[config.mk]
export PLATFORM = sky130hd
export DESIGN_NAME = regbus_decode_top
export DESIGN_NICKNAME = d
export VERILOG_FILES = /design/src/rtl/regbus_pkg.sv /design/src/rtl/regbus_addr_decode.sv /design/src/rtl/regbus_rdata_mux.sv /design/src/rtl/regbus_rsp_hold.sv /design/src/rtl/regbus_decode_top.sv
export SDC_FILE = /design/constraint.sdc
export NUM_CORES = 1
export LEC_CHECK = 0
export ABC_AREA = 1
export BUFFER_PORTS_ARGS = -buffer_cell sky130_fd_sc_hd__buf_2
export CAP_MARGIN = 20
export CORE_AREA = 2 2 154 156
export CTS_BUF_LIST = sky130_fd_sc_hd__clkbuf_8 sky130_fd_sc_hd__clkbuf_16
export DETAILED_ROUTE_END_ITERATION = 10
export DIE_AREA = 0 0 156 158
export PLACE_DENSITY = 0.48
export RECOVER_POWER = 25
export SLEW_MARGIN = 30
export SYNTH_ARGS = -nofsm -noshare
export SYNTH_HDL_FRONTEND = slang
export SYNTH_HIERARCHICAL = 1
export SYNTH_SLANG_ARGS = --single-unit
[constraint.sdc]
create_clock -name clk_i -period 1.3 [get_ports clk_i]
set_input_delay 0.13 -clock clk_i [delete_from_list [all_inputs] [get_ports clk_i]]
set_output_delay 0.13 -clock clk_i [all_outputs]
set_load 0.005 [all_outputs]
[src/rtl/regbus_pkg.sv]
package regbus_pkg;
  localparam logic [2:0] OP_PUT_FULL = 3'd0;
  localparam logic [2:0] OP_PUT_PART = 3'd1;
  localparam logic [2:0] OP_GET      = 3'd4;

  typedef enum logic [1:0] {ST_IDLE, ST_WIN, ST_RSP} state_e;

  function automatic int unsigned align_up(int unsigned off, int unsigned sz);
    return ((off + sz - 1) / sz) * sz;
  endfunction
endpackage

[src/rtl/regbus_addr_decode.sv]
module regbus_addr_decode #(
  parameter int unsigned AW       = 12,
  parameter int unsigned BPW      = 4,
  parameter int unsigned LO_REGS  = 4,
  parameter int unsigned HI_REGS  = 2,
  parameter int unsigned WIN_BASE = 32,
  parameter int unsigned WIN_OW   = 5,
  parameter int unsigned HI_BASE  = 64,
  localparam int unsigned NREG    = LO_REGS + HI_REGS,
  localparam int unsigned AL      = $clog2(BPW)
) (
  input  logic [AW-1:0]     addr_i,
  output logic [NREG-1:0]   reg_hit_o,
  output logic              win_hit_o,
  output logic [WIN_OW-1:0] win_off_o
);
  localparam logic [AW-1:0] WIN_BASE_A = AW'(WIN_BASE);

  for (genvar i = 0; i < NREG; i++) begin : g_reg
    localparam int unsigned OFF = (i < LO_REGS) ? i * BPW : HI_BASE + (i - LO_REGS) * BPW;
    localparam logic [AW-1:0] OFF_A = AW'(OFF);
    assign reg_hit_o[i] = (addr_i[AW-1:AL] == OFF_A[AW-1:AL]);
  end

  assign win_hit_o = (addr_i[AW-1:WIN_OW] == WIN_BASE_A[AW-1:WIN_OW]);
  assign win_off_o = addr_i[WIN_OW-1:0];
endmodule

[src/rtl/regbus_rdata_mux.sv]
module regbus_rdata_mux #(
  parameter int unsigned DW   = 32,
  parameter int unsigned NREG = 6
) (
  input  logic [NREG-1:0]    sel_i,
  input  logic [NREG*DW-1:0] rdata_i,
  output logic [DW-1:0]      rdata_o
);
  always_comb begin
    rdata_o = '0;
    for (int i = 0; i < NREG; i++) begin
      if (sel_i[i]) rdata_o = rdata_o | rdata_i[i*DW +: DW];
    end
  end
endmodule

[src/rtl/regbus_rsp_hold.sv]
module regbus_rsp_hold #(
  parameter int unsigned DW = 32
) (
  input  logic          clk_i,
  input  logic          rst_ni,
  input  logic          load_i,
  input  logic [DW-1:0] data_i,
  input  logic          err_i,
  input  logic          ready_i,
  output logic          valid_o,
  output logic [DW-1:0] data_o,
  output logic          err_o
);
  always_ff @(posedge clk_i or negedge rst_ni) begin
    if (!rst_ni) begin
      valid_o <= 1'b0;
      data_o  <= '0;
      err_o   <= 1'b0;
    end else if (load_i) begin
      valid_o <= 1'b1;
      data_o  <= data_i;
      err_o   <= err_i;
    end else if (valid_o && ready_i) begin
      valid_o <= 1'b0;
    end
  end

  assert_rsp_hold_R12: assert property (@(posedge clk_i) disable iff (!rst_ni)
    valid_o && !ready_i |=> valid_o && $stable(data_o) && $stable(err_o));
endmodule

[src/rtl/regbus_decode_top.sv]
module regbus_decode_top
  import regbus_pkg::*;
#(
  parameter int unsigned AW         = 12,
  parameter int unsigned DW         = 32,
  parameter int unsigned LO_REGS    = 4,
  parameter int unsigned RSVD_SLOTS = 1,
  parameter int unsigned WIN_ITEMS  = 8,
  parameter int unsigned HI_REGS    = 2,
  localparam int unsigned NREG      = LO_REGS + HI_REGS,
  localparam int unsigned BPW       = DW / 8,
  localparam int unsigned WIN_BYTES = WIN_ITEMS * BPW,
  localparam int unsigned WOW       = $clog2(WIN_BYTES)
) (
  input  logic              clk_i,
  input  logic              rst_ni,
  input  logic              dev_mode_i,
  input  logic              req_valid_i,
  output logic              req_ready_o,
  input  logic [2:0]        req_opcode_i,
  input  logic [AW-1:0]     req_addr_i,
  input  logic [1:0]        req_size_i,
  input  logic [DW-1:0]     req_wdata_i,
  output logic              rsp_valid_o,
  input  logic              rsp_ready_i,
  output logic [DW-1:0]     rsp_rdata_o,
  output logic              rsp_err_o,
  output logic [NREG-1:0]   reg_we_o,
  output logic [NREG-1:0]   reg_re_o,
  output logic [DW-1:0]     reg_wdata_o,
  input  logic [NREG*DW-1:0] reg_rdata_i,
  output logic              win_req_valid_o,
  output logic              win_we_o,
  output logic [WOW-1:0]    win_addr_o,
  output logic [DW-1:0]     win_wdata_o,
  input  logic              win_rsp_valid_i,
  input  logic [DW-1:0]     win_rdata_i,
  input  logic              win_err_i
);
  localparam int unsigned WIN_BASE  = align_up((LO_REGS + RSVD_SLOTS) * BPW, WIN_BYTES);
  localparam int unsigned HI_BASE   = WIN_BASE + WIN_BYTES;
  localparam logic [1:0]  FULL_SIZE = 2'($clog2(BPW));

  state_e          state_q, state_d;
  logic [NREG-1:0] reg_hit;
  logic            win_hit, any_reg, miss;
  logic [WOW-1:0]  win_off;
  logic            accept, is_get, is_put, op_bad, size_bad, fwd;
  logic [DW-1:0]   mux_rdata, ld_data;
  logic            ld, ld_err;

  regbus_addr_decode #(
    .AW(AW), .BPW(BPW), .LO_REGS(LO_REGS), .HI_REGS(HI_REGS),
    .WIN_BASE(WIN_BASE), .WIN_OW(WOW), .HI_BASE(HI_BASE)
  ) i_decode (
    .addr_i(req_addr_i), .reg_hit_o(reg_hit), .win_hit_o(win_hit), .win_off_o(win_off)
  );

  regbus_rdata_mux #(.DW(DW), .NREG(NREG)) i_mux (
    .sel_i(reg_hit), .rdata_i(reg_rdata_i), .rdata_o(mux_rdata)
  );

  assign req_ready_o = (state_q == ST_IDLE);
  assign accept      = req_valid_i && req_ready_o;
  assign is_get      = (req_opcode_i == OP_GET);
  assign is_put      = (req_opcode_i == OP_PUT_FULL) || (req_opcode_i == OP_PUT_PART);
  assign op_bad      = !(is_get || is_put);
  assign any_reg     = |reg_hit;
  assign miss        = !any_reg && !win_hit;
  assign size_bad    = is_put && any_reg && (req_size_i != FULL_SIZE);
  assign fwd         = win_hit && !op_bad;

  assign reg_we_o    = (accept && is_put && !size_bad) ? reg_hit : '0;
  assign reg_re_o    = (accept && is_get) ? reg_hit : '0;
  assign reg_wdata_o = req_wdata_i;

  assign win_req_valid_o = accept && fwd;
  assign win_we_o        = is_put;
  assign win_addr_o      = win_off;
  assign win_wdata_o     = req_wdata_i;

  // local response contents for the accept cycle, window response otherwise
  always_comb begin
    ld      = 1'b0;
    ld_data = '0;
    ld_err  = 1'b0;
    if (state_q == ST_WIN) begin
      ld      = win_rsp_valid_i;
      ld_data = win_rdata_i;
      ld_err  = win_err_i;
    end else if (accept && !fwd) begin
      ld = 1'b1;
      if (op_bad) begin
        ld_err = 1'b1;
      end else if (miss) begin
        ld_data = '1;
        ld_err  = dev_mode_i;
      end else begin
        ld_data = is_get ? mux_rdata : '0;
        ld_err  = size_bad;
      end
    end
  end

  regbus_rsp_hold #(.DW(DW)) i_rsp (
    .clk_i(clk_i), .rst_ni(rst_ni), .load_i(ld), .data_i(ld_data), .err_i(ld_err),
    .ready_i(rsp_ready_i), .valid_o(rsp_valid_o), .data_o(rsp_rdata_o), .err_o(rsp_err_o)
  );

  always_comb begin
    state_d = state_q;
    unique case (state_q)
      ST_IDLE: if (accept) state_d = fwd ? ST_WIN : ST_RSP;
      ST_WIN:  if (win_rsp_valid_i) state_d = ST_RSP;
      ST_RSP:  if (rsp_valid_o && rsp_ready_i) state_d = ST_IDLE;
      default: state_d = ST_IDLE;
    endcase
  end

  always_ff @(posedge clk_i or negedge rst_ni) begin
    if (!rst_ni) state_q <= ST_IDLE;
    else         state_q <= state_d;
  end

  assert_one_read_strobe_R5: assert property (@(posedge clk_i) disable iff (!rst_ni)
    (|reg_re_o) |-> $onehot(reg_re_o) && (reg_we_o == '0) && !win_req_valid_o);
  assert_local_rsp_next_R5: assert property (@(posedge clk_i) disable iff (!rst_ni)
    accept && !fwd |=> rsp_valid_o);
  assert_illegal_op_err_R10: assert property (@(posedge clk_i) disable iff (!rst_ni)
    accept && op_bad |=> rsp_valid_o && rsp_err_o);
  assert_quiet_miss_R9: assert property (@(posedge clk_i) disable iff (!rst_ni)
    accept && miss && !op_bad && !dev_mode_i |=> rsp_valid_o && !rsp_err_o);
  assert_win_pass_R11: assert property (@(posedge clk_i) disable iff (!rst_ni)
    (state_q == ST_WIN) && win_rsp_valid_i |=>
      rsp_valid_o && (rsp_err_o == $past(win_err_i)) && (rsp_rdata_o == $past(win_rdata_i)));
  assert_busy_R12: assert property (@(posedge clk_i) disable iff (!rst_ni)
    rsp_valid_o |-> !req_ready_o);
endmodule

Yosys cells after proc, flatten, opt, wreduce, memory -nomap -nowiden
Cells that the tools add are included.
{"block": "word_totals", "regBits": 36}
{"block": "classes", "n_eq_ne": 14, "n_bitwise": 5, "muxes": 26, "n_reduce_logical": 23}
{"op": "32-bit 2-to-1 mux", "n": 11}
{"op": "32-bit OR", "n": 5}
{"op": "10-bit by 2-bit == test with 1-bit output (second input constant)", "n": 2}
{"op": "10-bit by 5-bit == test with 1-bit output (second input constant)", "n": 2}
{"op": "6-bit 2-to-1 mux", "n": 2}
{"op": "1-bit logical AND", "n": 11}
{"op": "10-bit by 1-bit == test with 1-bit output (second input constant)", "n": 1}
{"op": "10-bit logical NOT", "n": 1}
{"op": "1-bit 2-to-1 mux", "n": 8}
{"op": "2-bit 2-to-1 mux", "n": 4}
{"op": "7-bit by 1-bit == test with 1-bit output (second input constant)", "n": 1}
{"op": "2-bit inequality test (second input constant)", "n": 3}
{"op": "2-bit case mux with 3 select lines", "n": 1}
{"op": "6-bit OR reduction", "n": 1}
{"op": "1-bit logical NOT", "n": 4}
{"op": "3-bit by 1-bit == test with 1-bit output (second input constant)", "n": 1}
{"op": "3-bit == test (second input constant)", "n": 1}
{"op": "3-bit logical NOT", "n": 1}
{"op": "3-bit AND reduction", "n": 1}
{"op": "2-bit by 1-bit == test with 1-bit output (second input constant)", "n": 1}
{"op": "2-bit == test (second input constant)", "n": 1}
{"op": "2-bit logical NOT", "n": 1}
{"op": "1-bit logical OR", "n": 2}
{"op": "2-bit by 1-bit inequality test with 1-bit output (second input constant)", "n": 1}
{"op": "2-bit nonzero test", "n": 1}

Depth between registers and ports, before layout
Gate-level depths: netlist of the first run.
{"block": "logic_depth", "ltp_word": 17, "mapped_depth": 15}

Hierarchy
Netlist of the first run, hierarchy kept.
{"module": "regbus_rdata_mux", "cells_each": 402, "n_inst": 1, "area_per_inst_um2": 1644.1}
{"module": "regbus_decode_top", "cells_each": 303, "n_inst": 1, "area_per_inst_um2": 1519.0}
{"module": "regbus_rsp_hold", "cells_each": 144, "n_inst": 1, "area_per_inst_um2": 1338.8}
{"module": "regbus_addr_decode", "cells_each": 31, "n_inst": 1, "area_per_inst_um2": 146.4}

Worst setup path before layout of the first run
No wires, ideal clock.
{"block": "synth_path", "path_kind": "input-to-reg", "startpoint": "input port req_addr_i[11]", "endpoint": "register i_rsp.data_o[10]", "setup_slack_ps": -264, "path_buffers": 1, "path_stages": 11, "arrival_ps": 1448, "setup_ps": 116, "cell_sequence": "nor2_2 -> nand3_1 -> nor2_1 -> nor2_1 -> nand4_1 -> buf_2 -> nand2_1 -> nand2_1 -> nand2_1 -> nand2_1 -> nand2_1"}
{"item": "start: declaration", "line_no": "regbus_decode_top.sv:21", "source": "input logic [AW-1:0] req_addr_i,"}
{"item": "10-bit by 1-bit == test with 1-bit output (*)", "line_no": "regbus_addr_decode.sv:22", "source": "assign reg_hit_o[i] = (addr_i[AW-1:AL] == OFF_A[AW-1:AL]);"}
{"item": "net reg_hit[1]", "line_no": "regbus_decode_top.sv:45", "source": "logic [NREG-1:0] reg_hit;"}
{"item": "32-bit 2-to-1 mux", "line_no": "regbus_rdata_mux.sv:12", "source": "if (sel_i[i]) rdata_o = rdata_o | rdata_i[i*DW +: DW];"}
{"item": "32-bit OR", "line_no": "regbus_rdata_mux.sv:12"}
{"item": "32-bit 2-to-1 mux", "line_no": "regbus_rdata_mux.sv:12"}
{"item": "32-bit OR", "line_no": "regbus_rdata_mux.sv:12"}
{"item": "32-bit 2-to-1 mux", "line_no": "regbus_rdata_mux.sv:12"}
{"item": "32-bit OR", "line_no": "regbus_rdata_mux.sv:12"}
{"item": "32-bit 2-to-1 mux", "line_no": "regbus_rdata_mux.sv:12"}
{"item": "32-bit OR", "line_no": "regbus_rdata_mux.sv:12"}
{"item": "32-bit 2-to-1 mux", "line_no": "regbus_rdata_mux.sv:12"}
{"item": "32-bit 2-to-1 mux", "line_no": "regbus_decode_top.sv:99", "source": "ld_data = is_get ? mux_rdata : '0;"}
{"item": "32-bit 2-to-1 mux (*)", "line_no": "regbus_decode_top.sv:95", "source": "end else if (miss) begin"}
{"item": "32-bit 2-to-1 mux (*)", "line_no": "regbus_decode_top.sv:93", "source": "if (op_bad) begin"}
{"item": "32-bit 2-to-1 mux (*)", "line_no": "regbus_decode_top.sv:91", "source": "end else if (accept && !fwd) begin"}
{"item": "32-bit 2-to-1 mux (*)", "line_no": "regbus_decode_top.sv:87", "source": "if (state_q == ST_WIN) begin"}
{"item": "net ld_data[10]", "line_no": "regbus_decode_top.sv:49", "source": "logic [DW-1:0] mux_rdata, ld_data;"}
{"item": "end signal: assignment", "line_no": "regbus_rsp_hold.sv:21", "source": "data_o <= data_i;"}
{"item": "end: declaration", "line_no": "regbus_rsp_hold.sv:11", "source": "output logic [DW-1:0] data_o,"}
The timed path passes the listed nets; every way through them passes the cells marked *.
A chain may end at the register's enable or synchronous reset.

Final worst setup path of the first run
{"block": "layout_path", "startpoint": "input port req_addr_i[11]", "endpoint": "output port reg_we_o[2]"}
{"block": "layout_via", "elab_chain_cells": 7}
{"item": "10-bit by 2-bit == test with 1-bit output", "line_no": "regbus_addr_decode.sv:22"}
{"item": "net reg_hit[3]", "line_no": "regbus_decode_top.sv:45"}
{"item": "6-bit OR reduction", "line_no": "regbus_decode_top.sv:68", "source": "assign any_reg = |reg_hit;"}
{"item": "1-bit logical AND (2 in a row)", "line_no": "regbus_decode_top.sv:70", "source": "assign size_bad = is_put && any_reg && (req_size_i != FULL_SIZE);"}
{"item": "1-bit logical NOT", "line_no": "regbus_decode_top.sv:73", "source": "assign reg_we_o = (accept && is_put && !size_bad) ? reg_hit : '0;"}
{"item": "1-bit logical AND", "line_no": "regbus_decode_top.sv:73"}
{"item": "6-bit 2-to-1 mux", "line_no": "regbus_decode_top.sv:73"}
{"item": "end: declaration", "line_no": "regbus_decode_top.sv:28", "source": "output logic [NREG-1:0] reg_we_o,"}
The timed path passes the listed nets, and every way through them passes these cells.

==> flow_metrics.py, run 1 <==
metrics = {
    "synth": {
        "synth.distinct_cells": 23,
        "synthesis.nets": 1160,
        "syn_inst": 880,
        "syn-cell-area_mm2": 0.00465,
        "synth-seq-cells": 36,
        "yosysWarnings": 6,
        "avgSynthCellArea_um2": 5.28,
        "ys_seq_area_share_pct": 19.4,
    },
    "worst_setup_path": {
        "crit_path_cell_trace": "buf_6, nor2_4, nand3_2, nor2_4, buf_4, nor2_2, nand3_2, nand2_2, nand3_2, buf_6, nor2_1, buf_2",
        "critPathKind": "primary input to primary output",
        "cp.required_ps": 1170,
        "endpoint_kind": "primary output",
        "r2r-end": "i_rsp/data_o[4]",
        "cpMostUsedCell": "nand3_2",
        "worstPathArrival_ps": 1430,
        "ff2ff_setup_slack_ps": -180,
        "timing.rr.start": "state_q[0]",
        "timing.critical_path.buf_inv": 4,
        "crit_slowest_cell": "nor2_4",
        "rr_worst_depth": 11,
        "crit_family": "simple AND/OR/NAND/NOR gates",
        "cpPeakStageDelay_ps": 210,
        "worstPathMaxFanout": 6,
        "startpoint_type": "primary input",
    },
    "detailed_routing": {
        "ant_nets": 0,
        "post_drt_wl_per_cell_um": 16.2,
        "viasPerCell": 4.08,
        "drc": 0,
        "totalWireLength_um": 23500,
        "firstDrtPassIters": 4,
        "vias": 5932,
        "drt_iter0_drc": 263,
    },
    "layout": {
        "final_cell_mix": "nand2_1, buf_2, nand2_2",
        "final_common_cell": "nand2_1",
        "syn2layout_area_growth_pct": 62.9,
        "final_cells": 1453,
        "drive_gt1_share_pct": 48.1,
        "fin_nets": 1444,
        "n_fill_cell": 2603,
    },
    "floorplanning": {
        "die-width_um": 156,
        "core_area_mm2": 0.0231,
        "num_io_pins": 398,
        "die_area_mm2": 0.0246,
        "core.rowCount": 56,
        "die_h_um": 158,
        "start_util_pct": 20.2,
    },
    "status": {
        "status": "finished, violations left",
        "violations": "setup timing",
    },
    "timing": {
        "final-max-slew-violation-count": 0,
        "fin_skew_ps": 2.59,
        "hold_violations": 0,
        "rsz0062_at_grt": "true",
        "tightestPinTransition_ps": 491,
        "fin_ws_ps": -256,
        "setup-tns-final_ps": -8000,
        "setup_viol": 47,
        "fmax_mhz": 643,
        "period_needed_ps": 1560,
        "period_share_pct": 120,
        "timing.hold.ws_ps": 71.5,
        "relSlewSlack_pct": 67.3,
    },
    "clock_tree": {
        "cts_sinks": 36,
        "clock_latency_ps": 280,
        "cts.clk_slew.worst_paths_ps": 50,
        "clock-root-buffer": "clkbuf_16",
        "max-clock-path-buffers": 2,
        "cts_tree": "yes",
        "cts_made_buffers": 5,
        "htreeDepth": 2,
    },
    "pwr": {
        "power_per_cell_area_mw_per_mm2": 668,
        "finalPower_mw": 5.06,
        "p_leak_nw": 4.38,
        "vdd_ir_drop_max_v": 0.000504,
    },
    "placed_design": {
        "place_congestion": 0.896,
        "dp.cells": 1403,
        "dp_hpwl_um": 18100,
        "portBuffers": 297,
    },
    "job": {
        "maxCapViolations": 0,
    },
    "worst_hold_path": {
        "hold_path_depth": 2,
        "min_from": "win_rsp_valid_i",
        "worstHoldEndpoint": "state_q[0]",
        "hold_path_class": "primary input to flop",
    },
    "global_routing": {
        "grtUsageTotal_pct": 17.3,
        "grt_pass1_vias": 5698,
        "grt_pass1_wl_um": 32300,
        "overflow": 0,
        "antenna_found_initial": 1,
        "grt_max_degree": 37,
    },
}
## stage by stage
stage               setup slack [ps]  util (%)  instance area, um2
detailed placement              -520      26.8                6170
CTS                             -224      29.6                6820
floorplan                      -99.5         -                4760
global placement                -485      26.8                6170
global route                    -359      32.8                7570
finish                          -256      32.8                7570
## logic make-up after synthesis
| family | share of synthesized area (%) |
|---|---|
| compound gates | 0.619 |
| buf+inv | 24.0 |
| flops | 19.4 |
| simple gates | 56.0 |
## area by class of cell
cell class | count | area [um2] | share of cell area, %
sequential | 36 | 901 | 11.9
timing repair buffer | 380 | 2660 | 35.1
timing repair inverter | 3 | 31.3 | 0.413
antenna | 1 | 2.50 | 0.0330
multi-input combinational | 679 | 3250 | 42.9
inverter | 59 | 243 | 3.21
clock buffer | 5 | 125 | 1.65
tap | 290 | 363 | 4.79
## worst register-to-register path, cell delays in order, from the launching register on
cell and delay [ps]:
dfrtp_1 370, inv_2 80, nand2_4 70, nor2_4 150
buf_6 140, nand2_4 60, o21ai_4 90, buf_6 160
buf_12 110, inv_8 50, nand2_1 60, nand2_1 50
## per-layer routing
metal	track usage [%]	up-vias	routed length, um
met2	29.9	199	11800
met1	22.8	2637	10200
met3	2.30	27	1090
li1	-	3069	-
met4	4.33	0	422
met5	0	-	0
## state kept, by name, indices dropped and copies added, names as in the netlist
signal / cells
i_rsp/data_o: 32
i_rsp/err_o: 1
i_rsp/valid_o: 1
state_q: 2
## Yosys cell counts (all sizes together)
master / n / share of area [%]
a21oi: 2 / 0.22
buf: 103 / 19
clkbuf: 3 / 0.24
clkinv: 1 / 0.11
dfrtp: 36 / 19
inv: 58 / 4.8
nand2: 595 / 49
nand3: 10 / 1.2
nand4: 1 / 0.13
nor2: 67 / 5.7
nor3: 1 / 0.35
o211ai: 1 / 0.16
o21ai: 1 / 0.11
o22ai: 1 / 0.13
## worst max-delay path by stage
stage	start	endpoint	slack (ps)	cells after the start
finish	req_addr_i[11]	reg_we_o[2]	-260	12
CTS	state_q[0]	reg_we_o[0]	-220	7
global placement	req_addr_i[3]	i_rsp/data_o[9]	-490	15
floorplan	req_addr_i[11]	i_rsp/data_o[10]	-100	11
global route	req_addr_i[11]	reg_we_o[2]	-360	12
detailed placement	req_addr_i[11]	i_rsp/data_o[9]	-520	15
## what timing repair did
action,CTS,global route
hold buffers,1,0
pin swaps,21,128
gates cloned,4,10
gates resized for setup,69,149
setup endpoints to repair,47,47
hold endpoints to repair,36,0
buffers inserted,22,9
## power by group
group | leakage (nW) | internal, mW | switching (mW)
clock network | 0.0616 | 0.677 | 0.437
logic | 3.83 | 1.14 | 1.18
registers | 0.489 | 1.43 | 0.191
total | 4.38 | 3.25 | 1.81
(Power assumes the default switching activity.)
==> run 2, diff against run 1 <==
--- a/config.mk
+++ b/config.mk
@@ -12,7 +12,7 @@
 export CTS_BUF_LIST = sky130_fd_sc_hd__clkbuf_8 sky130_fd_sc_hd__clkbuf_16
 export DETAILED_ROUTE_END_ITERATION = 10
 export DIE_AREA = 0 0 156 158
-export PLACE_DENSITY = 0.48
+export PLACE_DENSITY = 0.46
 export RECOVER_POWER = 25
 export SLEW_MARGIN = 30
 export SYNTH_ARGS = -nofsm -noshare
==> constraint.sdc (replaced) <==
create_clock -name clk_i -period 1.9 [get_ports clk_i]
set_input_delay 0.19 -clock clk_i [delete_from_list [all_inputs] [get_ports clk_i]]
set_output_delay 0.19 -clock clk_i [all_outputs]
set_load 0.005 [all_outputs]
==> run 2 against run 1 <==
The flow now finishes without violations; count of clock-buffer cells in the layout unchanged; clock power decreased by 15%; die area did not move; worst hold slack improved by 49 ps; total power is 36% lower; sequential share of layout area is 2.4 points higher; sequential cell count unchanged; routed wire length fell by 6.6%; design area decreased by 17%; first-iteration DRC count is 1.5% lower; cell count shrank 3.0%; largest power group unchanged; highest routed layer unchanged.
==> flow_metrics.py, run 2 (synthesized netlist as in run 1, its figures left out) <==
metrics = {
    "worst_setup_path": {
        "worstPathMaxFanout": 10,
        "startpoint_type": "primary input",
        "cp.required_ps": 1710,
        "timing.critical_path.buf_inv": 5,
        "crit_slowest_cell": "nor2_4",
        "endpoint_kind": "primary output",
        "rr_worst_depth": 8,
        "ff2ff_setup_slack_ps": 410,
        "startpoint": "req_addr_i[11]",
        "worstPathArrival_ps": 1630,
        "r2r-end": "i_rsp/data_o[1]",
        "crit_path_cell_trace": "buf_2, nor2_2, buf_4, nand3_1, nor2_4, buf_12, nor2_2, nand3_2, nand2_1, nand3_1, buf_6, nor2_1, buf_2",
        "cpPeakStageDelay_ps": 180,
        "timing.rr.start": "state_q[1]",
        "crit_family": "simple AND/OR/NAND/NOR gates",
        "critPathKind": "primary input to primary output",
    },
    "global_routing": {
        "grt_max_degree": 37,
        "use_met1_pct": 21.9,
        "grt_pass1_wl_um": 31200,
        "overflow": 0,
        "grtUsageMet3_pct": 2.35,
        "grtUsageTotal_pct": 16.9,
        "antenna_found_initial": 2,
        "grt_pass1_vias": 5408,
        "top_usage_layer": "met2",
        "grt_use_met2_pct": 29.3,
    },
    "pwr": {
        "p_int_mw": 2.13,
        "vdd_ir_drop_max_v": 0.000344,
        "p_comb_share_pct": 36.3,
        "p_sw_share_pct": 34.1,
        "power_per_cell_area_mw_per_mm2": 515,
        "p_leak_nw": 3.89,
        "p_clk_share_pct": 29.2,
        "seqPwrFrac_pct": 34.5,
        "switchingPower_mw": 1.10,
    },
    "floorplanning": {
        "start_util_pct": 20.2,
        "die_area_mm2": 0.0246,
        "die-width_um": 156,
        "die_h_um": 158,
        "core_area_mm2": 0.0231,
        "num_io_pins": 398,
        "core.rowCount": 56,
    },
    "worst_hold_path": {
        "worstHoldEndpoint": "state_q[0]",
        "min_from": "win_rsp_valid_i",
        "hold_path_class": "primary input to flop",
        "hold_path_depth": 2,
    },
    "timing": {
        "fin_skew_ps": 3.41,
        "setup_viol": 0,
        "final-max-slew-violation-count": 0,
        "relSlewSlack_pct": 66.1,
        "fmax_mhz": 550,
        "tightestPinTransition_ps": 509,
        "hold_violations": 0,
        "setup-tns-final_ps": 0,
        "period_needed_ps": 1820,
        "period_share_pct": 95.6,
    },
    "clock_tree": {
        "cts.clk_slew.worst_paths_ps": 60,
        "cts_sinks": 36,
        "clock-root-buffer": "clkbuf_16",
        "htreeDepth": 2,
        "cts_made_buffers": 5,
        "clock_latency_ps": 280,
        "max-clock-path-buffers": 2,
        "cts_tree": "yes",
    },
    "detailed_routing": {
        "drc": 0,
        "firstDrtPassIters": 4,
        "vias": 5724,
        "post_drt_wl_per_cell_um": 15.6,
        "drt_iter0_drc": 259,
        "viasPerCell": 4.06,
        "ant_nets": 0,
        "totalWireLength_um": 22000,
    },
    "layout": {
        "fin_nets": 1396,
        "reg_top3": "i_rsp/data_o: 32 flops, state_q: 2 flops",
        "syn2layout_area_growth_pct": 35.3,
        "largest_reg_flops": 32,
        "top_register": "i_rsp/data_o",
        "finish.utilization_pct": 27.3,
        "final_common_cell": "nand2_1",
        "final_cell_mix": "nand2_1, buf_2, inv_1",
        "drive_gt1_share_pct": 33.7,
        "postLayoutCellArea_mm2": 0.00629,
    },
    "job": {
        "maxCapViolations": 0,
    },
    "placed_design": {
        "portBuffers": 297,
        "dp_hpwl_um": 18300,
        "place_congestion": 0.840,
        "placed_area_mm2": 0.00606,
    },
    "status": {
        "status": "completed",
    },
}
run 2: how the worst max path moves through the flow:
stage / cells past startpoint / to
after global placement: 15 / i_rsp/data_o[31]
after global routing: 13 / reg_we_o[4]
after floorplan: 11 / i_rsp/data_o[10]
after detailed placement: 13 / i_rsp/data_o[3]
after CTS: 12 / reg_we_o[3]
final: 13 / reg_we_o[3]
run 2: per-stage QoR:
| step | std cells | power (mW) | hold WS (ps) | worst slack (ps) |
|---|---|---|---|---|
| 6_report | 1409 | 3.24 | 120 | 82.7 |
| 5_1_grt | 1409 | 3.47 | 131 | -36.9 |
| 3_3_place_gp | 1396 | 2.33 | 280 | -30.8 |
| 4_1_cts | 1405 | 3.31 | 111 | 29.7 |
| 2_1_floorplan | 880 | 1.78 | -106 | 276 |
| 3_5_place_dp | 1396 | 2.33 | 277 | -43.5 |
run 2: final cells by class:
type	instances	area [um2]
multi-input combinational	679	2700
tap	290	363
timing repair buffer	335	1930
antenna	2	5.00
clock buffer	5	125
clock inverter	3	38.8
fill	2748	16800
sequential	36	901
inverter	59	230
run 2: power groups by stage:
stage	Combinational (mW)	Clock, mW	Sequential [mW]
after global placement	1.20	0	1.13
after detailed placement	1.20	0	1.13
final	1.17	0.946	1.12
after floorplan	0.653	0	1.13
after global routing	1.32	1.00	1.15
after CTS	1.20	0.984	1.12
run 2: metal layers:
metal | part of all wire (%) | wire length [um] | up-vias
met5 | 0 | 0 | -
met2 | 49 | 10800 | 199
li1 | - | - | 2984
met1 | 44 | 9590 | 2512
met4 | 1.8 | 396 | 0
met3 | 5.2 | 1150 | 29
run 2: worst register-to-register path, delay by kind of cell, from the launching register on:
kind	cells	cell delay (ps)
buf+inv	2	220
compound gates	1	180
flops	1	410
simple gates	5	580
run 2: timing repair:
item,in CTS,in global routing
pin swaps,0,4
hold buffers,1,0
endpoints found under the setup margin,1,6
gates resized for setup,3,7
hold endpoints to repair,36,0
buffers inserted,0,2
